**src/rtl/hexrec_pkg.sv**
```systemverilog
package hexrec_pkg;
  typedef enum logic [2:0] {
    S_HUNT,   // waiting for a colon
    S_HEAD,   // length, address, type
    S_DATA,   // payload bytes
    S_SUM,    // checksum byte
    S_WRITE,  // draining buffer to memory
    S_DONE    // end of file reached
  } pstate_t;
endpackage

```
**src/rtl/hexrec_digit.sv**
```systemverilog
module hexrec_digit (
  input  logic [7:0] ch,
  output logic       ok,
  output logic [3:0] val
);
  always_comb begin
    ok  = 1'b1;
    val = 4'd0;
    if (ch >= 8'h30 && ch <= 8'h39)      val = 4'(ch - 8'h30);
    else if (ch >= 8'h41 && ch <= 8'h46) val = 4'(ch - 8'h37);
    else if (ch >= 8'h61 && ch <= 8'h66) val = 4'(ch - 8'h57);
    else                                 ok  = 1'b0;
  end
endmodule

```
**src/rtl/hexrec_buf.sv**
```systemverilog
module hexrec_buf #(
  parameter int DEPTH = 16,
  parameter int IDX_W = 4
) (
  input  logic             clk,
  input  logic             we,
  input  logic [IDX_W-1:0] wa,
  input  logic [7:0]       wd,
  input  logic [IDX_W-1:0] ra,
  output logic [7:0]       rq
);
  logic [7:0] mem [DEPTH];

  always_ff @(posedge clk) begin
    if (we) mem[wa] <= wd;
    rq <= mem[ra];
  end
endmodule

```
**src/rtl/hexrec_loader.sv**
```systemverilog
module hexrec_loader
  import hexrec_pkg::*;
#(
  parameter int ADDR_W  = 16,
  parameter int MAX_LEN = 16
) (
  input  logic              clk,
  input  logic              rst,
  input  logic              in_valid,
  input  logic [7:0]        in_char,
  output logic              mem_we,
  output logic [ADDR_W-1:0] mem_addr,
  output logic [7:0]        mem_wdata,
  output logic              ld_done,
  output logic              err_sum,
  output logic              err_type,
  output logic              err_len,
  output logic              err_char
);
  localparam int IDX_W = (MAX_LEN > 1) ? $clog2(MAX_LEN) : 1;
  localparam int LEN_W = $clog2(MAX_LEN + 1);

  pstate_t           st;
  logic [3:0]        hi_nib;
  logic              half;
  logic [1:0]        hidx;
  logic [7:0]        len_r, type_r, sum_r;
  logic [15:0]       addr_r;
  logic [LEN_W-1:0]  didx, widx, len_m1;
  logic              wr_v;
  logic [ADDR_W-1:0] wr_a;

  logic       dig_ok;
  logic [3:0] dig_val;
  logic [7:0] new_byte, sum_nx, buf_q;
  logic       byte_done, buf_we;

  hexrec_digit u_dig (.ch(in_char), .ok(dig_ok), .val(dig_val));

  assign new_byte  = {hi_nib, dig_val};
  assign sum_nx    = sum_r + new_byte;
  assign byte_done = in_valid && dig_ok && half;
  assign buf_we    = (st == S_DATA) && byte_done;
  assign len_m1    = LEN_W'(len_r) - LEN_W'(1);

  hexrec_buf #(.DEPTH(MAX_LEN), .IDX_W(IDX_W)) u_buf (
    .clk(clk), .we(buf_we), .wa(didx[IDX_W-1:0]), .wd(new_byte),
    .ra(widx[IDX_W-1:0]), .rq(buf_q)
  );

  always_ff @(posedge clk) begin
    if (rst) begin
      st <= S_HUNT; hi_nib <= '0; half <= 1'b0; hidx <= '0;
      len_r <= '0; type_r <= '0; sum_r <= '0; addr_r <= '0;
      didx <= '0; widx <= '0; wr_v <= 1'b0; wr_a <= '0;
      mem_we <= 1'b0; mem_addr <= '0; mem_wdata <= '0;
      ld_done <= 1'b0; err_sum <= 1'b0; err_type <= 1'b0;
      err_len <= 1'b0; err_char <= 1'b0;
    end else begin
      mem_we    <= wr_v;
      mem_addr  <= wr_a;
      mem_wdata <= buf_q;
      wr_v      <= 1'b0;
      case (st)
        S_HUNT: if (in_valid && in_char == 8'h3A) begin
          st <= S_HEAD; half <= 1'b0; hidx <= '0; sum_r <= '0;
        end
        S_HEAD, S_DATA, S_SUM: if (in_valid) begin
          if (!dig_ok) begin
            err_char <= 1'b1;
            st       <= S_HUNT;
          end else if (!half) begin
            hi_nib <= dig_val;
            half   <= 1'b1;
          end else begin
            half  <= 1'b0;
            sum_r <= sum_nx;
            if (st == S_HEAD) begin
              hidx <= hidx + 2'd1;
              case (hidx)
                2'd0: begin
                  len_r <= new_byte;
                  if (new_byte > 8'(MAX_LEN)) begin
                    err_len <= 1'b1;
                    st      <= S_HUNT;
                  end
                end
                2'd1: addr_r[15:8] <= new_byte;
                2'd2: addr_r[7:0]  <= new_byte;
                default: begin
                  type_r <= new_byte;
                  didx   <= '0;
                  if (new_byte > 8'd1) begin
                    err_type <= 1'b1;
                    st       <= S_HUNT;
                  end else begin
                    st <= (len_r == 8'd0) ? S_SUM : S_DATA;
                  end
                end
              endcase
            end else if (st == S_DATA) begin
              didx <= didx + LEN_W'(1);
              if (didx == len_m1) st <= S_SUM;
            end else begin
              widx <= '0;
              if (sum_nx != 8'd0) begin
                err_sum <= 1'b1;
                st      <= S_HUNT;
              end else if (type_r == 8'd1) begin
                ld_done <= 1'b1;
                st      <= S_DONE;
              end else begin
                st <= (len_r == 8'd0) ? S_HUNT : S_WRITE;
              end
            end
          end
        end
        S_WRITE: begin
          wr_v <= 1'b1;
          wr_a <= ADDR_W'(addr_r) + ADDR_W'(widx);
          widx <= widx + LEN_W'(1);
          if (widx == len_m1) st <= S_HUNT;
        end
        default: ;
      endcase
    end
  end
endmodule

```
**config.mk**
```make
export PLATFORM = sky130hd
export DESIGN_NAME = hexrec_loader
export DESIGN_NICKNAME = d
export VERILOG_FILES = /design/src/rtl/hexrec_pkg.sv /design/src/rtl/hexrec_digit.sv /design/src/rtl/hexrec_buf.sv /design/src/rtl/hexrec_loader.sv
export SDC_FILE = /design/constraint.sdc
export NUM_CORES = 1
export LEC_CHECK = 0
export ABC_AREA = 1
export ABC_CLOCK_PERIOD_IN_PS = 3500
export BUFFER_PORTS_ARGS = -buffer_cell sky130_fd_sc_hd__buf_2
export CAP_MARGIN = 10
export CORE_ASPECT_RATIO = 1.4
export CORE_MARGIN = 3
export CORE_UTILIZATION = 56
export CTS_BUF_LIST = sky130_fd_sc_hd__clkbuf_16
export DETAILED_ROUTE_END_ITERATION = 10
export GPL_TIMING_DRIVEN = 0
export HOLD_SLACK_MARGIN = 0.02
export PLACE_DENSITY = 0.8
export REMOVE_ABC_BUFFERS = 1
export SLEW_MARGIN = 5
export SYNTH_ARGS = -nofsm -noshare
export SYNTH_HDL_FRONTEND = slang
export SYNTH_SLANG_ARGS = --single-unit
```
**constraint.sdc**
```tcl
create_clock -name clk -period 3.5 [get_ports clk]
set_input_delay 0.7 -clock clk [delete_from_list [all_inputs] [get_ports clk]]
set_output_delay 0.7 -clock clk [all_outputs]
set_load 0.03 [all_outputs]
```
==> impl_metrics.ini, run 1 <==
[timing]
worst_pin_slew_ps = 1060
hold_viol_final = 0
drv_slew = 0
min_period_ps = 3260
setup_ws_ps = 236
rsz0062_at_grt = yes
min_period_over_period_pct = 93.3
setup_viol = 0
whs_ps = 400
worst_slew_margin_rel_pct = 29.5
fmax_mhz = 306
fin_skew_ps = 11.7
fin_tns_setup_ps = 0

[pwr]
peakVddDrop_v = 0.000370
leakage_nw = 4.66
power_mw = 6.65
p_per_area_nw_per_um2 = 566

[floorplanning]
core_area_sq_um = 18200
start_util_pct = 57.8
fp.dieW_um = 122
die_h_um = 168
ios = 41
rows = 58
dieArea_sq_um = 20500

[worst_setup_path]
end_kind = flip-flop
cp.required_ps = 3940
worst-setup-path-type = input port to flip-flop
startpoint = in_char[0]
slowest_stage = fa_1
max_stage_delay_ps = 490
regToRegStartpoint = widx[1]$_SDFFE_PP0P_
start_kind = input port
crit_fanout = 7
cp_common_cell = nor2_1
worst_ep_arrival_time_ps = 3710
cp_cell_sequence = buf_2 > inv_1 > ha_1 > o21ai_4 > nand2_4 > nand2_8 > nand2_8 > nand3_2 > clkinvlp_4 > fa_1 > xor2_1 > nor3_1 > nand3_1 > nor2_1 > nand2_1 > nor2_1 > nand3_1 > nor2_1 > nor2_1 > nor2_1

[route]
postRouteAntennaNets = 0
drt_iter0_drc = 627
drcViolationCount = 0
dr.pass1.iters = 5
wl_mm = 23.0
routedWlPerCell_um = 16.5
dr_total_vias = 7759
routed_via_density = 5.57

[cells_and_area]
final_cells = 1393
fin_nets = 1176
layout.cells.most_common_list = nor2_1 (180), nand2_1 (141), edfxtp_1 (128)
final_common_cell = nor2_1
area_growth_pct = 11.4
antenna_cells = 0
drive_gt1_share_pct = 12.3
final_cell_area_sq_um = 11700
final_util_pct = 64.4
fillers = 1411

[placed_design]
dp.final_hpwl_mm = 14.4
place.gp.congestion = 0.869
dp_slack_ps = -578
place_inst = 1342
place_area_sq_um = 10900
io_buffers = 40

[cts]
tritoncts = done
hold_buffers = 0
cts-root-buf = clkbuf_16
cts_buffers = 23
clockBufferDepth = 3
clk_pin_slew_worst_paths_ps = 60
cts_htree_levels = 1
clkLatencyLatePin_ps = 510
cts.sinks = 243

[global_route]
antenna_found_initial = 0
grt_busiest_layer = met2
grt_max_degree = 61
grt_usage_pct = 22.8
gr-total-overflow = 0
use_met1_pct = 27.0
use_met2_pct = 41.8
grtUsageMet3_pct = 2.62
grt_pass1_vias = 7580
grt_pass1_wl_mm = 37.4

[yosys]
synth-edff-count = 128
synth_cell_type_count = 50
ys_ff_latch = 243
syn-cell-area_sq_um = 10500
synthArstFlopShare_pct = 0
ys.warnings.count = 0
seq_area_frac_synth_pct = 58.4
postSynthCellCount = 1098
synth_ff_type = edfxtp_1
synth_area_per_cell_sq_um = 9.59

[run]
maxCapViolCount = 0

[min_path]
hp-start = u_buf.rq[2]$_DFF_P_
hold_class = flip-flop to flip-flop

[run_status]
status = finished, final reports clean
-- state kept, by name, summed over array words and instances, names as in the netlist, 2 cells and up --
name,count
st,3
type_r,8
widx,5
sum_r,8
wr_a,16
hi_nib,4
u_buf.rq,8
mem_wdata,8
hidx,2
u_buf.mem,128
addr_r,16
mem_addr,16
len_r,8
didx,5
-- Yosys cell counts, types with 2 or more instances --
master / n / share of area [%]
a21oi_1: 62 / 2.9
o21ai_0: 90 / 4.3
o21ai_1: 9 / 0.43
a2bb2oi_1: 2 / 0.17
nor4_1: 2 / 0.12
clkbuf_1: 29 / 1.0
o22ai_1: 25 / 1.5
inv_2: 8 / 0.29
ha_1: 27 / 3.2
xor2_1: 14 / 1.2
buf_2: 7 / 0.33
xnor2_1: 3 / 0.25
nand2_2: 7 / 0.42
nor3_4: 2 / 0.31
dfxtp_1: 115 / 22
nand3_2: 3 / 0.29
nor2_4: 8 / 0.86
nor3_1: 4 / 0.19
o221ai_1: 14 / 1.2
o211ai_1: 2 / 0.14
inv_1: 110 / 3.9
nor2_2: 7 / 0.42
nor2_1: 180 / 6.4
a211oi_1: 3 / 0.21
a31oi_1: 2 / 0.12
buf_1: 2 / 0.071
nand3_1: 51 / 2.4
o21a_1: 2 / 0.14
fa_1: 2 / 0.38
nand2_1: 142 / 5.1
nand2_4: 4 / 0.43
edfxtp_1: 128 / 37
nand3b_1: 4 / 0.29
nand4_1: 10 / 0.59
nand2_8: 3 / 0.57
-- cells by family (layout without fill, tap and decap cells) --
family / count (synthesis) / count (layout) / synth area share, %
AO/OA/AOI/OAI: 219 / 219 / 11.8
buffers and inverters: 157 / 212 / 5.68
XOR/XNOR: 17 / 17 / 1.41
flip-flops: 243 / 243 / 58.4
adder cells (fa/ha/maj): 29 / 29 / 3.59
AND/OR/NAND/NOR: 433 / 433 / 19.1
-- worst max-delay path: cells and delay by family --
family / cells / cell delay (ps)
adders and majority gates: 2 / 730
xor gates and xnor gates: 1 / 200
AOI/OAI and AO/OA: 1 / 160
and+or+nand+nor: 13 / 1440
buffers and inverters: 3 / 460
-- per-layer routing --
layer	wire length, um	up-vias
met5	0	-
met4	868	0
met3	1330	57
met2	12200	247
met1	8640	3665
li1	-	3790
-- repair_timing --
item                       in CTS  in global routing
setup endpoints to repair       5                  7
gates cloned                    1                  1
setup buffers                   1                  5
gates resized for setup         3                  6
-- power by group --
| part | leakage (nW) | total [mW] | switching, mW | internal, mW |
|---|---|---|---|---|
| Sequential | 2.10 | 3.22 | 0.0893 | 3.13 |
| Combinational | 2.20 | 1.16 | 0.798 | 0.360 |
| Clock | 0.353 | 2.27 | 1.03 | 1.24 |
| Total | 4.66 | 6.65 | 1.91 | 4.73 |
-- worst paths after layout --
kind / to / slack, ps / depth (start not counted)
worst min register to register: mem_wdata[2]$_SDFF_PP0_ / 400 / 2
worst min-delay path: mem_wdata[2]$_SDFF_PP0_ / 400 / 2
worst max register to register: wr_a[14]$_SDFFE_PP0P_ / 450 / 12
worst max-delay path: st[2]$_SDFFE_PP0P_ / 240 / 20
-- final cells by class --
type	instances	area [sq um]	area share (%)
clock buffers	24	601	5.12
well taps	240	300	2.56
repair buffers	49	318	2.71
inverters	119	462	3.93
flip-flops and latches	243	6150	52.4
repair inverters	2	10.0	0.0853
multi-input cells	698	3810	32.4
clock inverters	18	86.3	0.736
(Power assumes the default switching activity.)
==> inputs of run 2 (changes only) <==
--- a/config.mk
+++ b/config.mk
@@ -13,4 +13,4 @@
 export CORE_MARGIN = 3
-export CORE_UTILIZATION = 56
-export CTS_BUF_LIST = sky130_fd_sc_hd__clkbuf_16
+export CORE_UTILIZATION = 57
+export CTS_BUF_LIST = sky130_fd_sc_hd__clkbuf_4 sky130_fd_sc_hd__clkbuf_8
 export DETAILED_ROUTE_END_ITERATION = 10
@@ -18,3 +18,3 @@
 export HOLD_SLACK_MARGIN = 0.02
-export PLACE_DENSITY = 0.8
+export PLACE_DENSITY = 0.81
 export REMOVE_ABC_BUFFERS = 1
--- a/constraint.sdc
+++ b/constraint.sdc
@@ -3,2 +3,2 @@
 set_output_delay 0.7 -clock clk [all_outputs]
-set_load 0.03 [all_outputs]
+set_load 0.01 [all_outputs]
==> run 2 against run 1 <==
Against the previous run: count of clock-buffer cells in the layout up 23; sequential power about the same; core utilization up 0.96 points; critical endpoint unchanged; highest routed layer unchanged.
==> impl_metrics.ini, run 2 (synthesis gave the netlist of run 1 again) <==
[run_status]
status = finished, final reports clean

[cells_and_area]
final_util_pct = 65.4
area_growth_pct = 12.2
fin_nets = 1192
drive_gt1_share_pct = 14.5
largest_reg_flops = 128
layout.cells.most_common_list = nor2_1 (179), nand2_1 (141), edfxtp_1 (128)
antenna_cells = 0
final_common_cell = nor2_1
regMostFlops = u_buf.mem

[pwr]
peakVddDrop_v = 0.000328
seq_power_share_pct = 48.5
p_int_mw = 4.77
power_mw = 6.63
p_sw_mw = 1.86
swShare_pct = 28.0
leakage_nw = 4.70
power_frac_comb_pct = 16.5
p_per_area_nw_per_um2 = 561
p_clk_share_pct = 35.0

[cts]
hold_buffers = 0
cts.sinks = 243
clkLatencyLatePin_ps = 520
tritoncts = done
cts_htree_levels = 2
cts_buffers = 35
clockBufferDepth = 3
clk_pin_slew_worst_paths_ps = 60
cts-root-buf = clkbuf_8

[worst_setup_path]
crit_fanout = 7
cp_common_cell = nor2_1
start_kind = input port
worst-setup-path-type = input port to flip-flop
cp_cell_sequence = buf_2 > inv_1 > ha_1 > o21ai_4 > nand2_4 > nand2_8 > nand2_8 > nand3_4 > clkinvlp_4 > ha_1 > fa_1 > xor2_1 > nor3_1 > nand3_1 > nor2_2 > nand2_1 > nor2_1 > nand3_1 > nor2_1 > nor2_1 > nor2_1
end_kind = flip-flop
cp.required_ps = 3950
slowest_stage = fa_1
max_stage_delay_ps = 440
worst_ep_arrival_time_ps = 3650

[global_route]
grt_usage_pct = 22.7
grt_pass1_wl_mm = 36.6
gr-total-overflow = 0
grt_max_degree = 61
antenna_found_initial = 0
grt_pass1_vias = 7662

[timing]
setup_viol = 0
rsz0062_at_grt = no
min_period_over_period_pct = 91.5
drv_slew = 0
fin_skew_ps = 15.8
worst_slew_margin_rel_pct = 30.9
whs_ps = 400
fmax_mhz = 312
hold_viol_final = 0
worst_pin_slew_ps = 1040
min_period_ps = 3200

[placed_design]
place.gp.congestion = 0.873
dp.final_hpwl_mm = 14.2
io_buffers = 40

[floorplanning]
core_area_sq_um = 18100
dieArea_sq_um = 20200
die_h_um = 167
fp.dieW_um = 121
rows = 58
start_util_pct = 58.3
ios = 41

[route]
wl_mm = 22.8
routed_via_density = 5.52
drcViolationCount = 0
postRouteAntennaNets = 0
drt_iter0_drc = 510
dr_total_vias = 7821
routedWlPerCell_um = 16.1
dr.pass1.iters = 6

[min_path]
hold_class = flip-flop to flip-flop

[run]
maxCapViolCount = 0
-- run 2: repair_timing --
action	in CTS	in global routing
setup buffers	1	8
setup endpoints to repair	5	6
pin swaps	0	0
resized for setup	4	7
cloned	1	1
-- run 2: worst max-delay path: cells and delay by family --
family | cells | cell delay (ps)
compound gates | 1 | 160
xor+xnor | 1 | 190
fa+ha+maj | 3 | 920
buf+inv | 3 | 360
simple gates | 13 | 1320
-- run 2: layer usage --
layer,part of all wire (%),routed length [um],GRT usage [%],vias to the layer above
met4,4.0,922,10.9,0
met2,53,12100,41.5,278
met1,36,8290,25.4,3646
li1,-,-,-,3830
met3,6.5,1480,3.40,67
met5,0,0,0,-
-- run 2: final timing paths --
| kind | from | endpoint | slack, ps | cells after the start |
|---|---|---|---|---|
| worst max-delay path | in_char[0] | st[2]$_SDFFE_PP0P_ | 300 | 21 |
| worst max register to register | widx[1]$_SDFFE_PP0P_ | wr_a[12]$_SDFFE_PP0P_ | 350 | 12 |
| worst min register to register | u_buf.rq[2]$_DFF_P_ | mem_wdata[2]$_SDFF_PP0_ | 400 | 2 |
| worst min-delay path | u_buf.rq[2]$_DFF_P_ | mem_wdata[2]$_SDFF_PP0_ | 400 | 2 |
-- run 2: area by class of cell --
cell class | count | area, sq um
inverters | 119 | 462
repair buffers | 53 | 343
clock buffers | 47 | 603
clock inverters | 14 | 130
multi-input cells | 698 | 3820
well taps | 240 | 300
fillers | 1392 | 6250
flip-flops and latches | 243 | 6150
repair inverters | 2 | 10.0
-- run 2: stage by stage --
| step | worst slack [ps] | TNS [ps] | area, sq um | cells |
|---|---|---|---|---|
| floorplan | 151 | 0 | 10400 | 1060 |
| global placement | -1390 | -17760 | 10900 | 1340 |
| detailed placement | -599 | -2490 | 10900 | 1343 |
| CTS | 57.7 | 0 | 11700 | 1406 |
| global route | 13.5 | 0 | 11800 | 1416 |
| finish | 296 | 0 | 11800 | 1416 |
-- run 2: power by group through the flow --
stage / registers (mW) / clock network, mW / logic, mW
finish: 3.21 / 2.32 / 1.10
global route: 3.23 / 2.47 / 1.23
CTS: 3.21 / 2.35 / 1.09
detailed placement: 3.28 / 0 / 1.08
global placement: 3.31 / 0 / 0.996
floorplan: 3.31 / 0 / 0.722
